--- src/rtl/lpu_rx_pkg.sv ---
package lpu_rx_pkg;

  typedef enum logic [1:0] {
    ST_IDLE  = 2'd0,
    ST_START = 2'd1,
    ST_DATA  = 2'd2,
    ST_STOP  = 2'd3
  } rx_state_e;

  // Terminal count (ratio minus one) for each prescaler code.
  function automatic logic [7:0] presc_limit(input logic [3:0] code);
    logic [7:0] lim;
    case (code)
      4'd0:    lim = 8'd0;
      4'd1:    lim = 8'd1;
      4'd2:    lim = 8'd3;
      4'd3:    lim = 8'd5;
      4'd4:    lim = 8'd7;
      4'd5:    lim = 8'd9;
      4'd6:    lim = 8'd11;
      4'd7:    lim = 8'd15;
      4'd8:    lim = 8'd31;
      4'd9:    lim = 8'd63;
      4'd10:   lim = 8'd127;
      default: lim = 8'd255;
    endcase
    return lim;
  endfunction

endpackage

--- src/rtl/lpu_rx_sync.sv ---
module lpu_rx_sync #(
  parameter int STAGES = 2
) (
  input  logic clk,
  input  logic rst_n,
  input  logic din,
  output logic line,
  output logic fall
);
  logic [STAGES-1:0] chain_q;
  logic              prev_q;

  always_ff @(posedge clk or negedge rst_n) begin
    if (!rst_n) begin
      chain_q <= '1;
      prev_q  <= 1'b1;
    end else begin
      chain_q <= {chain_q[STAGES-2:0], din};
      prev_q  <= chain_q[STAGES-1];
    end
  end

  assign line = chain_q[STAGES-1];
  assign fall = prev_q & ~chain_q[STAGES-1];
endmodule

--- src/rtl/lpu_rx_presc.sv ---
module lpu_rx_presc
  import lpu_rx_pkg::*;
(
  input  logic       clk,
  input  logic       rst_n,
  input  logic       en,
  input  logic       restart,
  input  logic [3:0] sel,
  output logic       tick
);
  logic [7:0] lim;
  logic [7:0] cnt_q, cnt_d;

  assign lim  = presc_limit(sel);
  assign tick = en & (cnt_q >= lim);

  always_comb begin
    cnt_d = cnt_q;
    if (!en || restart)    cnt_d = '0;
    else if (cnt_q >= lim) cnt_d = '0;
    else                   cnt_d = cnt_q + 8'd1;
  end

  always_ff @(posedge clk or negedge rst_n) begin
    if (!rst_n) cnt_q <= '0;
    else        cnt_q <= cnt_d;
  end
endmodule

--- src/rtl/lpu_rx_frame.sv ---
module lpu_rx_frame
  import lpu_rx_pkg::*;
#(
  parameter int DATA_W = 8,
  parameter int BDW    = 12
) (
  input  logic              clk,
  input  logic              rst_n,
  input  logic              en,
  input  logic              line,
  input  logic              fall,
  input  logic              tick,
  input  logic [BDW-1:0]    baud_div,
  output logic              restart,
  output logic              done,
  output logic [DATA_W-1:0] data,
  output logic              stop_ok
);
  localparam int IDXW = (DATA_W > 1) ? $clog2(DATA_W) : 1;
  localparam logic [IDXW-1:0] LAST_IDX = IDXW'(DATA_W - 1);

  rx_state_e         state_q, state_d;
  logic [BDW-1:0]    bcnt_q, bcnt_d;
  logic [IDXW-1:0]   idx_q, idx_d;
  logic [DATA_W-1:0] shr_q, shr_d;
  logic [BDW-1:0]    full_cnt, half_cnt;

  assign full_cnt = (baud_div < BDW'(2)) ? BDW'(2) : baud_div;
  assign half_cnt = full_cnt >> 1;

  always_comb begin
    state_d = state_q;
    bcnt_d  = bcnt_q;
    idx_d   = idx_q;
    shr_d   = shr_q;
    restart = 1'b0;
    done    = 1'b0;
    case (state_q)
      ST_IDLE: begin
        if (fall) begin
          state_d = ST_START;
          bcnt_d  = '0;
          restart = 1'b1;
        end
      end
      ST_START: begin
        if (tick) begin
          if (bcnt_q == half_cnt - BDW'(1)) begin
            bcnt_d  = '0;
            idx_d   = '0;
            state_d = line ? ST_IDLE : ST_DATA;
          end else begin
            bcnt_d = bcnt_q + BDW'(1);
          end
        end
      end
      ST_DATA: begin
        if (tick) begin
          if (bcnt_q == full_cnt - BDW'(1)) begin
            bcnt_d = '0;
            shr_d  = {line, shr_q[DATA_W-1:1]};
            if (idx_q == LAST_IDX) state_d = ST_STOP;
            else                   idx_d   = idx_q + IDXW'(1);
          end else begin
            bcnt_d = bcnt_q + BDW'(1);
          end
        end
      end
      ST_STOP: begin
        if (tick) begin
          if (bcnt_q == full_cnt - BDW'(1)) begin
            bcnt_d  = '0;
            done    = 1'b1;
            state_d = ST_IDLE;
          end else begin
            bcnt_d = bcnt_q + BDW'(1);
          end
        end
      end
      default: state_d = ST_IDLE;
    endcase
    if (!en) begin
      state_d = ST_IDLE;
      bcnt_d  = '0;
      idx_d   = '0;
      restart = 1'b0;
      done    = 1'b0;
    end
  end

  always_ff @(posedge clk or negedge rst_n) begin
    if (!rst_n) begin
      state_q <= ST_IDLE;
      bcnt_q  <= '0;
      idx_q   <= '0;
      shr_q   <= '0;
    end else begin
      state_q <= state_d;
      bcnt_q  <= bcnt_d;
      idx_q   <= idx_d;
      shr_q   <= shr_d;
    end
  end

  assign data    = shr_q;
  assign stop_ok = line;
endmodule

--- src/rtl/lpu_rx.sv ---
module lpu_rx
  import lpu_rx_pkg::*;
#(
  parameter int BDW         = 12,
  parameter int SYNC_STAGES = 2
) (
  input  logic           clk_k,
  input  logic           rst_n,
  input  logic           enable,
  input  logic [3:0]     presc_sel,
  input  logic [BDW-1:0] baud_div,
  input  logic           rxd,
  input  logic           rd_pulse,
  input  logic           ovr_clr,
  output logic [7:0]     rx_byte,
  output logic           byte_valid,
  output logic           overrun,
  output logic           frame_err
);
  localparam int DATA_W = 8;

  // Reset: asserted asynchronously, released on the clock.
  logic [1:0] rst_sync_q;
  logic       rst_int_n;

  always_ff @(posedge clk_k or negedge rst_n) begin
    if (!rst_n) rst_sync_q <= 2'b00;
    else        rst_sync_q <= {rst_sync_q[0], 1'b1};
  end
  assign rst_int_n = rst_sync_q[1];

  logic              line_s, fall_s, tick_s, restart_s;
  logic              frm_done, frm_stop_ok;
  logic [DATA_W-1:0] frm_data;

  lpu_rx_sync #(.STAGES(SYNC_STAGES)) u_sync (
    .clk  (clk_k),
    .rst_n(rst_int_n),
    .din  (rxd),
    .line (line_s),
    .fall (fall_s)
  );

  lpu_rx_presc u_presc (
    .clk    (clk_k),
    .rst_n  (rst_int_n),
    .en     (enable),
    .restart(restart_s),
    .sel    (presc_sel),
    .tick   (tick_s)
  );

  lpu_rx_frame #(.DATA_W(DATA_W), .BDW(BDW)) u_frame (
    .clk     (clk_k),
    .rst_n   (rst_int_n),
    .en      (enable),
    .line    (line_s),
    .fall    (fall_s),
    .tick    (tick_s),
    .baud_div(baud_div),
    .restart (restart_s),
    .done    (frm_done),
    .data    (frm_data),
    .stop_ok (frm_stop_ok)
  );

  // Holding register and flags.
  logic [DATA_W-1:0] hold_q, hold_d;
  logic              vld_q, vld_d, ovr_q, ovr_d, fe_q, fe_d;
  logic              accept, lost;

  assign accept = frm_done & ~vld_q;
  assign lost   = frm_done &  vld_q;

  always_comb begin
    hold_d = hold_q;
    fe_d   = fe_q;
    vld_d  = vld_q;
    ovr_d  = ovr_q;
    if (accept) begin
      hold_d = frm_data;
      fe_d   = ~frm_stop_ok;
      vld_d  = 1'b1;
    end else if (rd_pulse) begin
      vld_d  = 1'b0;
    end
    if (lost)         ovr_d = 1'b1;
    else if (ovr_clr) ovr_d = 1'b0;
    if (!enable) begin
      hold_d = '0;
      fe_d   = 1'b0;
      vld_d  = 1'b0;
      ovr_d  = 1'b0;
    end
  end

  always_ff @(posedge clk_k or negedge rst_int_n) begin
    if (!rst_int_n) begin
      hold_q <= '0;
      fe_q   <= 1'b0;
      vld_q  <= 1'b0;
      ovr_q  <= 1'b0;
    end else begin
      hold_q <= hold_d;
      fe_q   <= fe_d;
      vld_q  <= vld_d;
      ovr_q  <= ovr_d;
    end
  end

  assign rx_byte    = hold_q;
  assign byte_valid = vld_q;
  assign overrun    = ovr_q;
  assign frame_err  = fe_q;
endmodule

--- config.mk ---
export PLATFORM = sky130hd
export DESIGN_NAME = lpu_rx
export DESIGN_NICKNAME = d
export VERILOG_FILES = /design/src/rtl/lpu_rx_pkg.sv /design/src/rtl/lpu_rx_sync.sv /design/src/rtl/lpu_rx_presc.sv /design/src/rtl/lpu_rx_frame.sv /design/src/rtl/lpu_rx.sv
export SDC_FILE = /design/constraint.sdc
export NUM_CORES = 1
export LEC_CHECK = 0
export CAP_MARGIN = 15
export CORE_ASPECT_RATIO = 1.4
export CORE_UTILIZATION = 40
export CTS_CLUSTER_DIAMETER = 30
export DETAILED_ROUTE_END_ITERATION = 10
export DONT_BUFFER_PORTS = 1
export MAX_ROUTING_LAYER = met4
export SYNTH_ARGS = -nofsm -noshare
export SYNTH_HDL_FRONTEND = slang
export SYNTH_SLANG_ARGS = --single-unit
--- constraint.sdc ---
create_clock -name clk_k -period 1.6 [get_ports clk_k]
set_clock_uncertainty 0.2 [all_clocks]
set_input_delay 0.24 -clock clk_k [delete_from_list [all_inputs] [get_ports clk_k]]
set_output_delay 0.24 -clock clk_k [all_outputs]
set_load 0.05 [all_outputs]
==> results of run 1 <==
==> through the flow <==
step           std cells  instance area, um2  TNS [ns]  worst slack (ns)  utilization
3_3_place_gp         515                4100    -80.88             -2.21        0.497
2_1_floorplan        362                3550    -77.44             -2.28            -
4_1_cts              536                4460    -67.72             -1.93        0.540
3_5_place_dp         515                4100    -83.02             -2.27        0.497
6_report             539                4570    -68.94             -1.94        0.555
5_1_grt              539                4570    -73.45             -2.04        0.555
==> power groups by stage <==
stage          Combinational (mW)  Sequential [mW]  Clock [mW]
6_report                    0.433             1.27        1.21
5_1_grt                     0.474             1.27        1.29
4_1_cts                     0.413             1.27        1.24
3_5_place_dp                0.375             1.29           0
3_3_place_gp                0.366             1.29           0
2_1_floorplan               0.251             1.31           0
==> state kept, by name, indices dropped and copies added, names as in the netlist <==
signal / cells
byte_valid: 1
frame_err: 1
overrun: 1
rst_sync_q: 2
rx_byte: 8
u_frame.bcnt_q: 12
u_frame.data: 8
u_frame.idx_q: 3
u_frame.state_q: 2
u_presc.cnt_q: 8
u_sync.chain_q: 2
u_sync.prev_q: 1
==> logic make-up after synthesis <==
group	synth area share
and+or+nand+nor	0.239
adders and majority gates	0.0653
other	0.00109
muxes	0.0701
AOI/OAI and AO/OA	0.122
buffers and inverters	0.0436
DFF	0.357
xor gates and xnor gates	0.102
==> final timing paths <==
check                                  start            endpoint  slack (ns)  depth (start not counted)
max reg2reg                u_frame.bcnt_q[8]   u_frame.bcnt_q[4]       -1.37                          9
min in group asynchronous      rst_sync_q[1]  u_frame.bcnt_q[11]        0.05                          1
max in group asynchronous              rst_n       rst_sync_q[1]        0.55                          2
max                              baud_div[9]     u_frame.data[4]       -1.94                         11
min                                   enable  u_frame.state_q[0]        0.03                          2
min reg2reg                    rst_sync_q[1]  u_frame.bcnt_q[11]        0.05                          1
==> cell usage in the layout, fill, tap and decap left out, drive strengths merged, types with 4 or more instances in the layout <==
| cell | count |
|---|---|
| nor3 | 8 |
| mux2i | 11 |
| nand3 | 12 |
| or4 | 6 |
| xor2 | 19 |
| nor2 | 35 |
| o21a | 6 |
| o21ai | 15 |
| inv | 9 |
| a21oi | 11 |
| xnor2 | 16 |
| buf | 83 |
| nor4 | 6 |
| dfrtp | 46 |
| nor3b | 4 |
| and3 | 8 |
| mux2 | 9 |
| dlygate4sd3 | 6 |
| nand2 | 21 |
| clkbuf | 5 |
| ha | 18 |
| nand4 | 7 |
| nor2b | 13 |
| nand2b | 7 |
| or3 | 4 |
==> synthesized netlist by cell type (11+ instances only) <==
master,n
xor2_1,19
ha_1,18
o21ai_0,14
dfrtp_1,46
nor2b_1,13
a21oi_1,11
clkbuf_1,14
nand3_1,12
xnor2_1,16
nand2_1,21
mux2i_1,11
nor2_1,35
==> per-layer routing <==
layer	up-vias	wire length [um]	track usage
met1	1410	3370	0.223
met4	0	392	0.113
met2	67	4710	0.368
li1	1425	-	-
met5	-	0	-
met3	26	271	0.0385
==> layout make-up <==
type / count / area share
Clock buffer: 5 / 0.0274
Inverter: 8 / 0.0109
Multi-Input combinational cell: 283 / 0.495
Tap cell: 102 / 0.0279
Clock inverter: 3 / 0.00958
Timing Repair Buffer: 89 / 0.160
Sequential cell: 49 / 0.269
==> what timing repair did <==
action / CTS / global route
pin swaps: 9 / 9
hold buffers: 6 / 0
setup endpoints to repair: 44 / 44
resized for setup: 20 / 22
buffers inserted: 7 / 4
hold endpoints to repair: 27 / 0
==> flow_metrics.env, run 1 <==
export IMPL_wl_per_cell_um=16.2
export IMPL_outcome="complete, but fails checks"
export IMPL_yosys_warnings=0
export IMPL_worstSetupPathType="in2reg"
export IMPL_worstPathCellList="or4_4 -> o31ai_4 -> ha_2 -> or3b_4 -> or4_4 -> a211oi_4 -> o211ai_1 -> a211oi_2 -> and2b_4 -> and4_4 -> mux2_4"
export IMPL_fillers=703
export IMPL_cp_top_family="simple AND/OR/NAND/NOR gates"
export IMPL_routabilityCongestion=0.909
export IMPL_die_y_um=112
export IMPL_p_clk_frac=0.415
export IMPL_clockBufferDepth=2
export IMPL_layout_drive_gt1_share=0.334
export IMPL_cts_reportedPaths_clkPinSlew_ns=0.06
export IMPL_p_int_mw=2.21
export IMPL_diodes=0
export IMPL_max_slew_margin=0.595
export IMPL_seqPwrFrac=0.436
export IMPL_synth_nets=402
export IMPL_rsz0062_at_grt="true"
export IMPL_yosysSeqAreaShare=0.357
export IMPL_cts_tree="built"
export IMPL_p_sw_uw=691
export IMPL_ir_drop_mv=0.580
export IMPL_antenna_left=0
export IMPL_dp_hpwl_um=6530
export IMPL_cp_max_fo=8
export IMPL_synth_cell_types=65
export IMPL_cp_start_kind="input port"
export IMPL_cts_sinks=49
export IMPL_io_pins=33
export IMPL_register_area_um2=1230
export IMPL_syn_inst=362
export IMPL_synth_seq_cells=49
export IMPL_p_comb_frac=0.149
export IMPL_yosys_top_cells_area="dfrtp_1 33%, ha_1 6.5%, xor2_1 4.8%"
export IMPL_p_leak_nw=2.07
export IMPL_hold_violations=0
export IMPL_grt_pass1_wl_um=14300
export IMPL_drc=0
export IMPL_antenna_found_initial=0
export IMPL_routed_wl_um=8740
export IMPL_syn_mean_instance_area_um2=9.52
export IMPL_synth_top_area_cell="dfrtp_1"
export IMPL_cts_root_buf="clkbuf_16"
export IMPL_start_util=0.418
export IMPL_cpMaxStageDelayCell="or4_4"
export IMPL_synth_top_area_frac=0.334
export IMPL_clkLatencyLatePin_ns=0.29
export IMPL_cts_buffers=5
export IMPL_crit_path_end_kind="flop"
export IMPL_synthArstFlopShare=1.00
export IMPL_avgViaCountPerCell=5.43
export IMPL_rows=39
export IMPL_route_vias_total=2928
export IMPL_design_die_area_um2=9000
export IMPL_h_tree_depth=2
export IMPL_tightest_slew_ns=0.605
export IMPL_worst_hold_slack_ns=0.0335
export IMPL_cap_violations=0
export IMPL_grt_pass1_vias=3045
export IMPL_violations="negative setup slack"
export IMPL_synth_edf_count=0
export IMPL_grt_ovfl_total=0
export IMPL_die_w_um=80.5
export IMPL_drt_iter0_markers=120
export IMPL_grt_max_degree=48
export IMPL_fin_crit_sh=2.22
export IMPL_first_pass_iters=4
export IMPL_netSwitchingFraction=0.238
export IMPL_final_nets=476
export IMPL_setup_slack_ns=-1.94
export IMPL_fin_total_pwr_mw=2.91
export IMPL_io_buffers=0
export IMPL_synthFlopType="dfrtp_1"
export IMPL_period_needed_ns=3.54
export IMPL_hp_class="in2reg"
export IMPL_required_ns=1.57
export IMPL_crit_buf_inv=0
export IMPL_multi_input_comb_area_um2=2260
export IMPL_cp_common_cell="or4_4"
export IMPL_fmax_mhz=282
export IMPL_grt_usage=0.212
export IMPL_p_per_area_nw_per_um2=635
export IMPL_design_core_area_um2=8250
export IMPL_cp_slowest_stage_delay_ns=0.54
export IMPL_finalMaxSlewViolations=0
export IMPL_synthToLayoutAreaGrowth_pct=32.7
export IMPL_worstPathArrival_ns=3.52
export IMPL_netlist_area_um2=3450
export IMPL_setup_viol=44
No activity file was read; power rests on OpenSTA's default activity.
==> inputs of run 2 (changes only) <==
Settings changed: CORE_ASPECT_RATIO 1.4 to unset, HOLD_SLACK_MARGIN set to 0.08.
==> run 2 against run 1 <==
  * Via count shrank 3.3%
  * The flow still finishes with violations (negative setup slack)
  * Largest cell class unchanged
  * Clock power shrank 37%
  * Die area barely moved
  * Sequential power about the same
  * Combinational power decreased by 3%
==> flow_metrics.env, run 2 (synthesis gave the netlist of run 1 again) <==
export IMPL_fmax_mhz=276
export IMPL_rows=33
export IMPL_fin_tns_setup_ns=-72.43
export IMPL_die_w_um=94.8
export IMPL_io_buffers=0
export IMPL_cts_sinks=49
export IMPL_clkLatencyLatePin_ns=0.31
export IMPL_cp_top_family="simple AND/OR/NAND/NOR gates"
export IMPL_outcome="complete, but fails checks"
export IMPL_start_util=0.417
export IMPL_fin_total_pwr_mw=2.46
export IMPL_cts_root_buf="clkbuf_8"
export IMPL_setup_viol=44
export IMPL_routabilityCongestion=0.948
export IMPL_grt_ovfl_total=0
export IMPL_period_needed_ns=3.62
export IMPL_cts_buffers=5
export IMPL_wl_per_cell_um=14.7
export IMPL_finalMaxSlewViolations=0
export IMPL_p_per_area_nw_per_um2=552
export IMPL_diodes=0
export IMPL_cp_slowest_stage_delay_ns=0.54
export IMPL_largest_reg_flops=12
export IMPL_routed_wl_um=8010
export IMPL_worstSetupPathType="in2reg"
export IMPL_required_ns=1.59
export IMPL_wl_met3_um=278
export IMPL_ir_drop_mv=0.469
export IMPL_antenna_left=0
export IMPL_grt_pass1_vias=2797
export IMPL_avgViaCountPerCell=5.18
export IMPL_design_area_um2=4460
export IMPL_setup_slack_ns=-2.02
export IMPL_cts_reportedPaths_clkPinSlew_ns=0.09
export IMPL_fin_crit_sh=2.26
export IMPL_worstPathCellList="or4_4 -> o31ai_4 -> ha_2 -> or3b_4 -> or4_4 -> a211oi_4 -> o211ai_1 -> a211oi_2 -> and2b_4 -> and4_4 -> mux2_4"
export IMPL_p_leak_nw=2.04
export IMPL_clockBufferDepth=2
export IMPL_die_y_um=94.8
export IMPL_grt_pass1_wl_um=13200
export IMPL_drt_met1_wl_um=3900
export IMPL_design_die_area_um2=8990
export IMPL_cts_tree="built"
export IMPL_violations="negative setup slack"
export IMPL_cp_max_fo=8
export IMPL_hold_violations=0
export IMPL_layout_drive_gt1_share=0.329
export IMPL_regMostFlops="u_frame.bcnt_q"
export IMPL_io_pins=33
export IMPL_rsz0062_at_grt="true"
export IMPL_final_cell_mix="83 x buf_4, 45 x dfrtp_1, 31 x nor2_1, 20 x nand2_1, 19 x xor2_1"
export IMPL_worst_hold_slack_ns=0.104
export IMPL_dp_slack_ns=-2.36
export IMPL_dp_hpwl_um=6180
export IMPL_tightest_slew_ns=0.586
export IMPL_crit_buf_inv=0
export IMPL_grt_max_degree=18
export IMPL_drt_iter0_markers=108
export IMPL_r2r_slack_ns=-1.38
export IMPL_cpMaxStageDelayCell="or4_4"
export IMPL_hp_class="reg2async"
export IMPL_top_layer="met4"
export IMPL_placed_cell_area_um2=4140
export IMPL_worstPathArrival_ns=3.62
export IMPL_route_vias_total=2830
export IMPL_h_tree_depth=2
export IMPL_final_nets=480
export IMPL_synthToLayoutAreaGrowth_pct=29.3
export IMPL_first_pass_iters=4
export IMPL_fin_cells=546
export IMPL_cap_violations=0
export IMPL_utilization=0.540
export IMPL_final_common_cell="buf_4"
export IMPL_dpl_cell_count=525
export IMPL_drc=0
export IMPL_design_core_area_um2=8260
export IMPL_cp_start_kind="input port"
export IMPL_crit_path_end_kind="flop"
export IMPL_grt_usage=0.195
export IMPL_max_slew_margin=0.608
export IMPL_cp_common_cell="or4_4"
export IMPL_antenna_found_initial=0
export IMPL_wl_met2_um=3790
[run 2: path summary, 6_finish.rpt]
| kind | startpoint | end | cells after the start |
|---|---|---|---|
| max | baud_div[11] | u_frame.data[6] | 11 |
| min | rst_sync_q[1] | u_sync.chain_q[0] | 0 |
| max reg2reg | u_frame.bcnt_q[8] | u_frame.data[6] | 9 |
| min reg2reg | rst_sync_q[1] | u_sync.chain_q[0] | 0 |
| max in group asynchronous | rst_sync_q[1] | u_frame.bcnt_q[3] | 1 |
| min in group clk_k | rst_sync_q[0] | rst_sync_q[1] | 0 |
[run 2: cell type report]
type / instances / area [um2]
Fill cell: 736 / 3800
Multi-Input combinational cell: 283 / 2220
Sequential cell: 49 / 1230
Inverter: 8 / 47.5
Clock inverter: 3 / 26.3
Timing Repair Buffer: 93 / 736
Tap cell: 105 / 131
Clock buffer: 5 / 68.8
[run 2: layer usage]
metal | vias up | track usage
li1 | 1440 | -
met1 | 1345 | 0.260
met2 | 39 | 0.317
met3 | 6 | 0.0314
met4 | 0 | 0.0303
met5 | - | -
[run 2: what timing repair did]
item / 4_1_cts / 5_1_grt
pin swaps: 10 / 0
hold buffers: 7 / 0
resized for setup: 23 / 6
setup buffers: 7 / 0
setup endpoints to repair: 44 / 44
endpoints found under the hold margin: 37 / 0
[run 2: worst reg2reg max path, stage by stage (launching register included)]
cell and delay (ns):
dfrtp_1 0.43, buf_4 0.17, xnor2_1 0.15, or4_4 0.44, a211oi_4 0.22, o211ai_1 0.13, a211oi_2 0.25, and2b_4 0.20
and4_4 0.34, mux2_4 0.33
[run 2: report_power, final]
group	internal (mW)	switching [mW]	leakage, nW	total (mW)
logic	0.218	0.205	1.33	0.422
registers	1.26	0.0121	0.666	1.27
clock network	0.319	0.450	0.0423	0.768
==> inputs of run 3 (changes only) <==
Settings changed: RECOVER_POWER set to 25.
==> run 3 against run 2 <==
  * The run still ends with negative setup slack left
  * Sequential power is essentially flat
  * Utilization shrank 0.11 points
  * Register-to-register slack is essentially flat
  * Sequential share of layout area is essentially flat
  * Largest power group unchanged
==> flow_metrics.env, run 3 (synthesis gave the netlist of run 1 again) <==
export IMPL_outcome="complete, but fails checks"
export IMPL_violations="negative setup slack"
export IMPL_final_nets=480
export IMPL_cp_depth=11
export IMPL_rsz0062_at_grt="true"
export IMPL_grt_usage=0.195
export IMPL_cp_slowest_stage_delay_ns=0.54
export IMPL_cp_common_cell="or4_4"
export IMPL_worst_hold_slack_ns=0.155
export IMPL_p_per_area_nw_per_um2=552
export IMPL_busiest_layer="met2"
export IMPL_cts_buffers=5
export IMPL_finalMaxSlewViolations=0
export IMPL_fmax_mhz=276
export IMPL_first_pass_iters=4
export IMPL_grt_util_met2=0.317
export IMPL_cts_root_buf="clkbuf_8"
export IMPL_p_leak_nw=2.03
export IMPL_worstPathArrival_ns=3.62
export IMPL_holdCritStartpoint="rst_sync_q[0]"
export IMPL_endpoint="u_frame.data[6]"
export IMPL_largest_reg_flops=12
export IMPL_setup_viol=44
export IMPL_die_y_um=94.8
export IMPL_cts_tree="built"
export IMPL_drt_iter0_markers=123
export IMPL_cp_start_kind="input port"
export IMPL_hold_depth=0
export IMPL_cap_violations=0
export IMPL_dp_hpwl_um=6180
export IMPL_fin_total_pwr_mw=2.46
export IMPL_wl_per_cell_um=14.7
export IMPL_cts_sinks=49
export IMPL_worstSetupPathType="in2reg"
export IMPL_fin_crit_sh=2.27
export IMPL_io_buffers=0
export IMPL_grt_ovfl_total=0
export IMPL_h_tree_depth=2
export IMPL_critPathLaunch="baud_div[11]"
export IMPL_cp_max_fo=8
export IMPL_grt_max_degree=18
export IMPL_io_pins=33
export IMPL_regMostFlops="u_frame.bcnt_q"
export IMPL_layout_drive_gt1_share=0.322
export IMPL_setup_slack_ns=-2.03
export IMPL_clkLatencyLatePin_ns=0.31
export IMPL_fillers=735
export IMPL_crit_reg2reg_launch="u_frame.bcnt_q[8]"
export IMPL_rows=33
export IMPL_final_common_cell="buf_4"
export IMPL_final_cell_mix="81 x buf_4, 46 x dfrtp_1, 31 x nor2_1, 20 x nand2_1, 19 x xor2_1"
export IMPL_cp_top_family="simple AND/OR/NAND/NOR gates"
export IMPL_antenna_left=0
export IMPL_die_w_um=94.8
export IMPL_design_die_area_um2=8990
export IMPL_tightest_slew_ns=0.727
export IMPL_fin_tns_setup_ns=-72.51
export IMPL_hp_class="reg2reg"
export IMPL_clockBufferDepth=2
export IMPL_grt_pass1_vias=2797
export IMPL_rr_worst_depth=9
export IMPL_register_area_um2=1230
export IMPL_hold_violations=0
export IMPL_synthToLayoutAreaGrowth_pct=29.1
export IMPL_max_slew_margin=0.515
export IMPL_use_met3=0.0314
export IMPL_route_vias_total=2830
export IMPL_rr_endpoint="u_frame.data[6]"
export IMPL_ir_drop_mv=0.474
export IMPL_antenna_found_initial=0
export IMPL_crit_buf_inv=0
export IMPL_cpMaxStageDelayCell="or4_4"
export IMPL_cts_reportedPaths_clkPinSlew_ns=0.09
export IMPL_period_needed_ns=3.63
export IMPL_use_met1=0.260
export IMPL_worstPathCellList="or4_4 -> o31ai_4 -> ha_2 -> or3b_4 -> or4_4 -> a211oi_4 -> o211ai_1 -> a211oi_2 -> and2b_4 -> and4_4 -> mux2_4"
export IMPL_avgViaCountPerCell=5.18
export IMPL_design_core_area_um2=8260
export IMPL_diodes=0
export IMPL_grt_pass1_wl_um=13200
export IMPL_multi_input_comb_area_um2=2220
export IMPL_r2r_slack_ns=-1.38
export IMPL_drc=0
export IMPL_required_ns=1.59
export IMPL_utilization=0.539
export IMPL_crit_path_end_kind="flop"
export IMPL_routabilityCongestion=0.948
export IMPL_routed_wl_um=8030
export IMPL_start_util=0.417
[run 3: cell types whose count changed in the layout (fill, tap and decap cells not counted)]
cell | before | now
clkbuf_1 | 0 | 2
buf_4 | 83 | 81
dfrtp_1 | 45 | 46
dfrtp_2 | 1 | 0
[run 3: metrics by stage]
stage	worst slack [ns]	cells	cell area [um2]
4_1_cts	-2.01	547	4440
2_1_floorplan	-2.28	362	3550
3_5_place_dp	-2.36	525	4140
5_1_grt	-2.15	546	4450
6_report	-2.03	546	4450
3_3_place_gp	-2.28	525	4140
[run 3: layout make-up]
| class | instances | share of cell area |
|---|---|---|
| well taps | 105 | 0.0295 |
| clock buffers | 5 | 0.0155 |
| flip-flops and latches | 49 | 0.276 |
| inverters | 8 | 0.0107 |
| clock inverters | 3 | 0.00591 |
| repair buffers | 93 | 0.164 |
| multi-input cells | 283 | 0.498 |
[run 3: metal layers]
layer | up-vias | share of wire | wire, um
met5 | - | 0 | 0
met4 | 0 | 0.0057 | 46
met3 | 6 | 0.033 | 266
met2 | 38 | 0.47 | 3790
li1 | 1440 | - | -
met1 | 1346 | 0.49 | 3920
[run 3: worst min-delay path by stage]
stage | endpoint | slack, ns
CTS | u_sync.chain_q[0] | 0.12
detailed placement | rst_sync_q[0] | -0.26
global route | rst_sync_q[1] | 0.17
finish | rst_sync_q[1] | 0.15
global placement | rst_sync_q[0] | -0.26
floorplan | rst_sync_q[0] | -0.26
[run 3: timing repair]
action | CTS | global route
resized for setup | 23 | 6
setup buffers | 7 | 0
pin swaps | 10 | 0
hold buffers | 7 | 0
hold endpoints to repair | 37 | 0
endpoints found under the setup margin | 44 | 44
[run 3: report_power, final]
group	internal (mW)	total [mW]	switching, mW
registers	1.26	1.27	0.0120
logic	0.215	0.420	0.205
clock network	0.318	0.768	0.449
total	1.79	2.46	0.666
